`config.mk`:
```
export PLATFORM = sky130hd
export DESIGN_NAME = dram_bank_guard
export DESIGN_NICKNAME = d
export VERILOG_FILES = /design/src/rtl/dbg_pkg.sv /design/src/rtl/dbg_gap_regs.sv /design/src/rtl/dbg_bank.sv /design/src/rtl/dbg_decide.sv /design/src/rtl/dram_bank_guard.sv
export SDC_FILE = /design/constraint.sdc
export NUM_CORES = 1
export LEC_CHECK = 0
export BUFFER_PORTS_ARGS = -buffer_cell sky130_fd_sc_hd__buf_2
export CAP_MARGIN = 15
export CORE_MARGIN = 5
export CORE_UTILIZATION = 30
export DETAILED_ROUTE_END_ITERATION = 7
export SLEW_MARGIN = 0
export SYNTH_ARGS = -nofsm -noshare
export SYNTH_HDL_FRONTEND = slang
export SYNTH_SLANG_ARGS = --single-unit
```
`constraint.sdc`:
```
create_clock -name clk -period 3.46 [get_ports clk]
set_clock_uncertainty 0.1 [all_clocks]
set_input_delay 0.519 -clock clk [delete_from_list [all_inputs] [get_ports clk]]
set_output_delay 0.519 -clock clk [all_outputs]
set_load 0.02 [all_outputs]
```
`src/rtl/dbg_pkg.sv`:
```
package dbg_pkg;

    localparam int TW = 8;

    typedef enum logic [1:0] {
        OP_ACT = 2'd0,
        OP_RD  = 2'd1,
        OP_WR  = 2'd2,
        OP_PRE = 2'd3
    } op_e;

    typedef struct packed {
        logic [TW-1:0] rcd;
        logic [TW-1:0] rp;
        logic [TW-1:0] ras;
        logic [TW-1:0] rc;
    } gaps_s;

    typedef enum logic [1:0] {
        V_NONE   = 2'd0,
        V_OK     = 2'd1,
        V_WAIT   = 2'd2,
        V_REJECT = 2'd3
    } verdict_e;

    localparam logic [TW-1:0] RST_RCD = TW'(6);
    localparam logic [TW-1:0] RST_RP  = TW'(6);
    localparam logic [TW-1:0] RST_RAS = TW'(18);
    localparam logic [TW-1:0] RST_RC  = TW'(24);

    // Countdown start value for a gap of v cycles (0 treated as 1).
    function automatic logic [TW-1:0] start_of(input logic [TW-1:0] v);
        return (v == '0) ? '0 : v - TW'(1);
    endfunction

    function automatic logic [TW-1:0] step_down(input logic [TW-1:0] c);
        return (c == '0) ? '0 : c - TW'(1);
    endfunction

endpackage

```
`src/rtl/dbg_gap_regs.sv`:
```
module dbg_gap_regs
    import dbg_pkg::*;
(
    input  logic          clk,
    input  logic          rst,
    input  logic          load,
    input  gaps_s         load_val,
    output gaps_s         gaps
);

    always_ff @(posedge clk) begin
        if (rst) begin
            gaps.rcd <= RST_RCD;
            gaps.rp  <= RST_RP;
            gaps.ras <= RST_RAS;
            gaps.rc  <= RST_RC;
        end else if (load) begin
            gaps <= load_val;
        end
    end

endmodule

```
`src/rtl/dbg_bank.sv`:
```
module dbg_bank
    import dbg_pkg::*;
(
    input  logic  clk,
    input  logic  rst,
    input  gaps_s gaps,
    input  logic  do_act,
    input  logic  do_col,
    input  logic  do_ap,
    input  logic  do_pre,
    output logic  is_open,
    output logic  act_rdy,
    output logic  col_rdy,
    output logic  pre_rdy
);

    logic          open_q;
    logic          pend_q;
    logic [TW-1:0] rcd_q;
    logic [TW-1:0] rp_q;
    logic [TW-1:0] ras_q;
    logic [TW-1:0] rc_q;
    logic          ras_done;
    logic          pre_begin;
    logic          ap_issue;

    assign ras_done  = (ras_q == '0);
    assign ap_issue  = do_col && do_ap;
    assign pre_begin = do_pre || (ap_issue && ras_done) || (pend_q && ras_done);

    always_ff @(posedge clk) begin
        if (rst) begin
            open_q <= 1'b0;
            pend_q <= 1'b0;
            rcd_q  <= '0;
            rp_q   <= '0;
            ras_q  <= '0;
            rc_q   <= '0;
        end else begin
            rcd_q <= do_act    ? start_of(gaps.rcd) : step_down(rcd_q);
            ras_q <= do_act    ? start_of(gaps.ras) : step_down(ras_q);
            rc_q  <= do_act    ? start_of(gaps.rc)  : step_down(rc_q);
            rp_q  <= pre_begin ? start_of(gaps.rp)  : step_down(rp_q);

            if (do_act)
                open_q <= 1'b1;
            else if (do_pre || ap_issue)
                open_q <= 1'b0;

            if (ap_issue && !ras_done)
                pend_q <= 1'b1;
            else if (pend_q && ras_done)
                pend_q <= 1'b0;
        end
    end

    assign is_open = open_q;
    assign act_rdy = !open_q && !pend_q && (rp_q == '0) && (rc_q == '0);
    assign col_rdy = (rcd_q == '0);
    assign pre_rdy = ras_done;

    // an activate only ever reaches a closed bank
    a_r3_act_closed: assert property (@(posedge clk) disable iff (rst)
        do_act |-> !open_q);
    // column commands only reach an open bank
    a_r4_col_open: assert property (@(posedge clk) disable iff (rst)
        do_col |-> open_q);
    // an explicit precharge closes the bank
    a_r5_pre_closes: assert property (@(posedge clk) disable iff (rst)
        do_pre |=> !open_q);
    // auto-precharge closes the bank at once
    a_r7_ap_closes: assert property (@(posedge clk) disable iff (rst)
        ap_issue |=> !open_q);
    // no activate while a deferred precharge is outstanding
    a_r6_no_act_pending: assert property (@(posedge clk) disable iff (rst)
        do_act |-> !pend_q);
    // a deferred precharge resolves no later than the active time end
    a_r7_pend_resolves: assert property (@(posedge clk) disable iff (rst)
        (pend_q && ras_done) |=> !pend_q);

endmodule

```
`src/rtl/dbg_decide.sv`:
```
module dbg_decide
    import dbg_pkg::*;
#(
    parameter int NB = 4,
    localparam int BW = (NB > 1) ? $clog2(NB) : 1
)(
    input  logic          cmd_valid,
    input  logic [1:0]    cmd_op,
    input  logic [BW-1:0] cmd_bank,
    input  logic          cmd_ap,
    input  logic [NB-1:0] is_open,
    input  logic [NB-1:0] act_rdy,
    input  logic [NB-1:0] col_rdy,
    input  logic [NB-1:0] pre_rdy,
    output verdict_e      verdict,
    output logic [NB-1:0] do_act,
    output logic [NB-1:0] do_col,
    output logic [NB-1:0] do_pre,
    output logic          do_ap
);

    op_e  op;
    logic sel_open, sel_act, sel_col, sel_pre;

    assign op       = op_e'(cmd_op);
    assign sel_open = is_open[cmd_bank];
    assign sel_act  = act_rdy[cmd_bank];
    assign sel_col  = col_rdy[cmd_bank];
    assign sel_pre  = pre_rdy[cmd_bank];

    always_comb begin
        verdict = V_NONE;
        if (cmd_valid) begin
            unique case (op)
                OP_ACT:        verdict = sel_open ? V_REJECT : (sel_act ? V_OK : V_WAIT);
                OP_RD, OP_WR:  verdict = !sel_open ? V_REJECT : (sel_col ? V_OK : V_WAIT);
                OP_PRE:        verdict = (!sel_open || sel_pre) ? V_OK : V_WAIT;
                default:       verdict = V_NONE;
            endcase
        end
    end

    assign do_ap = cmd_ap;

    for (genvar b = 0; b < NB; b++) begin : g_issue
        logic hit;
        assign hit       = (verdict == V_OK) && (cmd_bank == BW'(b));
        assign do_act[b] = hit && (op == OP_ACT);
        assign do_col[b] = hit && ((op == OP_RD) || (op == OP_WR));
        assign do_pre[b] = hit && (op == OP_PRE) && is_open[b];
    end

endmodule

```
`src/rtl/dram_bank_guard.sv`:
```
module dram_bank_guard
    import dbg_pkg::*;
#(
    parameter int NB = 4,
    localparam int BW = (NB > 1) ? $clog2(NB) : 1
)(
    input  logic          clk,
    input  logic          rst,
    input  logic          cfg_load,
    input  logic [TW-1:0] cfg_rcd,
    input  logic [TW-1:0] cfg_rp,
    input  logic [TW-1:0] cfg_ras,
    input  logic [TW-1:0] cfg_rc,
    input  logic          cmd_valid,
    input  logic [1:0]    cmd_op,
    input  logic [BW-1:0] cmd_bank,
    input  logic          cmd_ap,
    output logic          cmd_ok,
    output logic          cmd_wait,
    output logic          cmd_reject,
    output logic [NB-1:0] bank_open
);

    gaps_s         gaps;
    gaps_s         load_val;
    verdict_e      verdict;
    logic [NB-1:0] act_rdy, col_rdy, pre_rdy;
    logic [NB-1:0] do_act, do_col, do_pre;
    logic          do_ap;

    assign load_val = '{rcd: cfg_rcd, rp: cfg_rp, ras: cfg_ras, rc: cfg_rc};

    dbg_gap_regs u_regs (
        .clk      (clk),
        .rst      (rst),
        .load     (cfg_load),
        .load_val (load_val),
        .gaps     (gaps)
    );

    dbg_decide #(.NB(NB)) u_decide (
        .cmd_valid (cmd_valid),
        .cmd_op    (cmd_op),
        .cmd_bank  (cmd_bank),
        .cmd_ap    (cmd_ap),
        .is_open   (bank_open),
        .act_rdy   (act_rdy),
        .col_rdy   (col_rdy),
        .pre_rdy   (pre_rdy),
        .verdict   (verdict),
        .do_act    (do_act),
        .do_col    (do_col),
        .do_pre    (do_pre),
        .do_ap     (do_ap)
    );

    for (genvar b = 0; b < NB; b++) begin : g_bank
        dbg_bank u_bank (
            .clk     (clk),
            .rst     (rst),
            .gaps    (gaps),
            .do_act  (do_act[b]),
            .do_col  (do_col[b]),
            .do_ap   (do_ap),
            .do_pre  (do_pre[b]),
            .is_open (bank_open[b]),
            .act_rdy (act_rdy[b]),
            .col_rdy (col_rdy[b]),
            .pre_rdy (pre_rdy[b])
        );
    end

    assign cmd_ok     = (verdict == V_OK);
    assign cmd_wait   = (verdict == V_WAIT);
    assign cmd_reject = (verdict == V_REJECT);

    // one verdict per valid command, none otherwise
    a_r2_one_verdict: assert property (@(posedge clk) disable iff (rst)
        cmd_valid |-> $onehot({cmd_ok, cmd_wait, cmd_reject}));
    a_r2_quiet_idle: assert property (@(posedge clk) disable iff (rst)
        !cmd_valid |-> !(cmd_ok || cmd_wait || cmd_reject));
    // at most one bank is touched per cycle
    a_r10_single_bank: assert property (@(posedge clk) disable iff (rst)
        $onehot0(do_act | do_col | do_pre));
    // reads and writes to a closed bank are never told to wait
    a_r3_no_wait_closed: assert property (@(posedge clk) disable iff (rst)
        (cmd_valid && cmd_op != 2'd0 && cmd_op != 2'd3 && !bank_open[cmd_bank])
        |-> cmd_reject);

endmodule

```
==> results.md <==
- Status: complete, no violations
- Final core utilization: 36.3%
- Share of layout cells above drive strength 1: 16.9%
- CTS tree: done
- Maximum root-to-sink buffer count: 2
- Boundary pin count: 48
- # diodes: 0
- Fraction of registers with async set/reset: 0%
- CTS H-tree depth: 4
- Mean Syn Cell Area: 8.18 um2
- Pins Over Slew Limit: 0
- Main flop type after synthesis: dfxtp_1
- R2R setup slack: 0.14 ns
- CTS sink cnt: 168
- Leak Pwr: 4.26 nW
- Most common cell after layout, fill and taps aside: dfxtp_1
- Nets@finish: 1228
- Die height: 183 um
- Die width: 183 um
- DP Area: 9830 um2
- Slew @ Worst Pin: 1.00 ns
- Post-synthesis compound-gate area fraction: 13.9%
- Largest net degree at the start of global routing: 44
- P&R area growth vs syn: 19.9%
- Critical path data required time: 2.84 ns
- Max-Cap Viols: 0
- Worst R2R End: g_bank[1].u_bank.rp_q[7]
- Post-DP HPWL: 17100 um
- Num CTS Buffers: 17
- Final worst-path cycle share: 99.8%
- CTS root buffer: clkbuf_16
- Post-Synth Adder-Cell Area: 4.20%
- Crit path max fanout: 3
- Mux share of post-synthesis cell area: 7.53%
- Post-synthesis sequential area ratio: 37.6%
- First-pass GRT wire length: 37900 um
- Design area: 10700 um2
- Startpoint class of the critical path: flop
- Fin cells: 1559
- Overflow after GRT: 0
- Placed insts: 1520
- Power density cells: 842 nW/um2
- Hold Path End: u_regs.gaps[3]
- Die ar.: 33400 um2
- Detail Route Antenna Nets: 0
- Worst hold stages: 3
- Syn_nets: 1164
- Synth top area cells: dfxtp_1 (38%), nand2_1 (6.0%), mux2i_1 (4.9%)
- R2r startpoint: g_bank[3].u_bank.rcd_q[1]
- Clock Latency Late Sink: 0.43 ns
- Yosys top cell by area: dfxtp_1
- TNS Setup: 0 ns
- Syn. warnings: 0
- Wire per inst: 15.1 um
- Final-report hold violation count: 0
- Final GP Congestion: 0.823
- CP max-delay cell: or4b_4
- Worst reg2reg path depth: 13
- Post-synth EDFFs: 0
- Max-slew headroom: 33.0%
- Port Buffers: 47
- Clk slew on worst S/H paths: 0.07 ns
- DRC: 0
- Hold Path Class: in2reg
- Tot Pwr: 0.00902 W
- Initial DRC Count: 421
- Crit Path Class: reg2out
- Setup violators final: 0
- Worst Path Arrival: 2.83 ns
- Maximum clock rate: 290 MHz
- Drt via density: 4.97
- Vias: 7753
- Vias in the first global route: 7157
- Crit path cell chain: inv_2 > ha_4 > or4b_4 > or4_4 > a2bb2oi_4 > a21oi_4 > nor2b_1 > a211oi_2 > a2111oi_2 > buf_4
- Xor/xnor share of the synthesized area: 7.64%
- Crit. End Element: output pin
- Min Tclk post-route: 3.45 ns
- Hold Path Origin: cfg_rc[3]
- Row cnt: 63
- Crit path launch: g_bank[0].u_bank.ras_q[0]
- Initial Utilization: 30.3%
- Flops & latches, synth: 168
- GRT Overall Usage: 14.1%
- Most frequent cells in the layout: dfxtp_1 (163), nand2_1 (143), nor2_1 (113)
- Main combinational cell family by area after synthesis: simple AND/OR/NAND/NOR gates
- Hold Buf Count CTS: 0
- Initial DRT Pass Iterations: 5
- Distinct cells, synth: 64
- Final WL: 23600 um
- Core area: 29600 um2
- Worst vdd ir: 0.000436 V
- Simple-Gate Fraction of Synth Area: 24.5%
- Yosys top cell area share: 37.6%
- Initial antenna violation count: 0
- Slowest stage delay, CP: 0.46 ns
- Cell area after synthesis: 8940 um2
- RSZ-0062 raised after global routing: yes
- Post-Synthesis Cells: 1093
## synthesized netlist by cell type (3+ instances only)
library cell,count
a221oi_1,6
or3_1,30
buf_4,5
and4_1,3
o31ai_1,4
o21ai_0,77
nand4_1,10
a22o_1,3
o211ai_1,3
ha_1,30
a31oi_1,5
nor4_1,17
or4_1,16
nor3b_1,9
clkbuf_1,36
nand2b_1,16
nor3_1,45
o2111ai_1,3
and2_1,3
o22ai_1,32
nand3_1,11
mux2_2,14
xnor2_1,44
xor2_1,34
nor2b_1,9
buf_1,4
a21oi_1,42
inv_1,55
nand2_1,143
buf_2,4
mux2i_1,44
nor2_1,113
or2_2,8
mux2_4,5
dfxtp_1,168
nor4b_1,4
## repair_timing
action | CTS | global route
pin swaps | 9 | 7
endpoints found under the hold margin | 0 | 0
gates resized for setup | 33 | 12
setup endpoints to repair | 3 | 45
buffers inserted | 7 | 2
## worst max-delay path by stage
stage,to,slack (ns),cells past startpoint
after floorplan,g_bank[1].u_bank.rp_q[0],0.04,13
after global placement,g_bank[0].u_bank.rp_q[7],0.13,11
after detailed placement,g_bank[2].u_bank.rp_q[1],0.09,12
after CTS,cmd_ok,-0.002,10
after global routing,cmd_reject,-0.1,10
final,cmd_reject,0.008,10
## report_power, final
| part | internal, W | switching [W] |
|---|---|---|
| Sequential | 0.00252 | 0.000486 |
| Combinational | 0.00196 | 0.00200 |
| Clock | 0.00127 | 0.000796 |
| Total | 0.00575 | 0.00328 |
## worst max-delay path, delay by kind of cell, from the launching register on
kind	cells	cell delay, ns
AND/OR/NAND/NOR	3	1.05
AO/OA/AOI/OAI	4	0.61
flip-flops	1	0.33
buffers and inverters	2	0.28
adder cells (fa/ha/maj)	1	0.13
## per-layer routing
metal  global-route usage (%)  share of wire [%]  up-vias
met2                     22.6                 47      149
met4                     5.07                2.3        0
met1                     19.2                 47     3614
li1                         -                  -     3953
met5                        0                  0        -
met3                     2.13                3.9       37
## final cells by class
class                   instances  area, um2
clock inverters                10        168
repair buffers                 94        649
multi-input cells             820       5360
inverters                      56        215
fillers                      3020      18800
well taps                     390        488
flip-flops and latches        168       3370
clock buffers                  21        470
## logic make-up after synthesis
kind of cell,Yosys count
buffers and inverters,105
XOR/XNOR,78
multiplexers,63
adder cells (fa/ha/maj),30
AO/OA/AOI/OAI,199
flip-flops,168
AND/OR/NAND/NOR,450
## sequential cells by signal (all words and copies together) (netlist names)
signal and count:
g_bank.u_bank.is_open 4, g_bank.u_bank.pend_q 4, g_bank.u_bank.ras_q 32, g_bank.u_bank.rc_q 32, g_bank.u_bank.rcd_q 32, g_bank.u_bank.rp_q 32
u_regs.gaps 32
## through the flow
| stage | worst slack, ns | hold WS, ns |
|---|---|---|
| 2_1_floorplan | 0.0403 | 0.324 |
| 3_3_place_gp | 0.129 | 0.340 |
| 3_5_place_dp | 0.0874 | 0.344 |
| 4_1_cts | -0.00196 | 0.197 |
| 5_1_grt | -0.0964 | 0.227 |
| 6_report | 0.00768 | 0.212 |
Note: power is estimated with default switching activity, not from simulation.
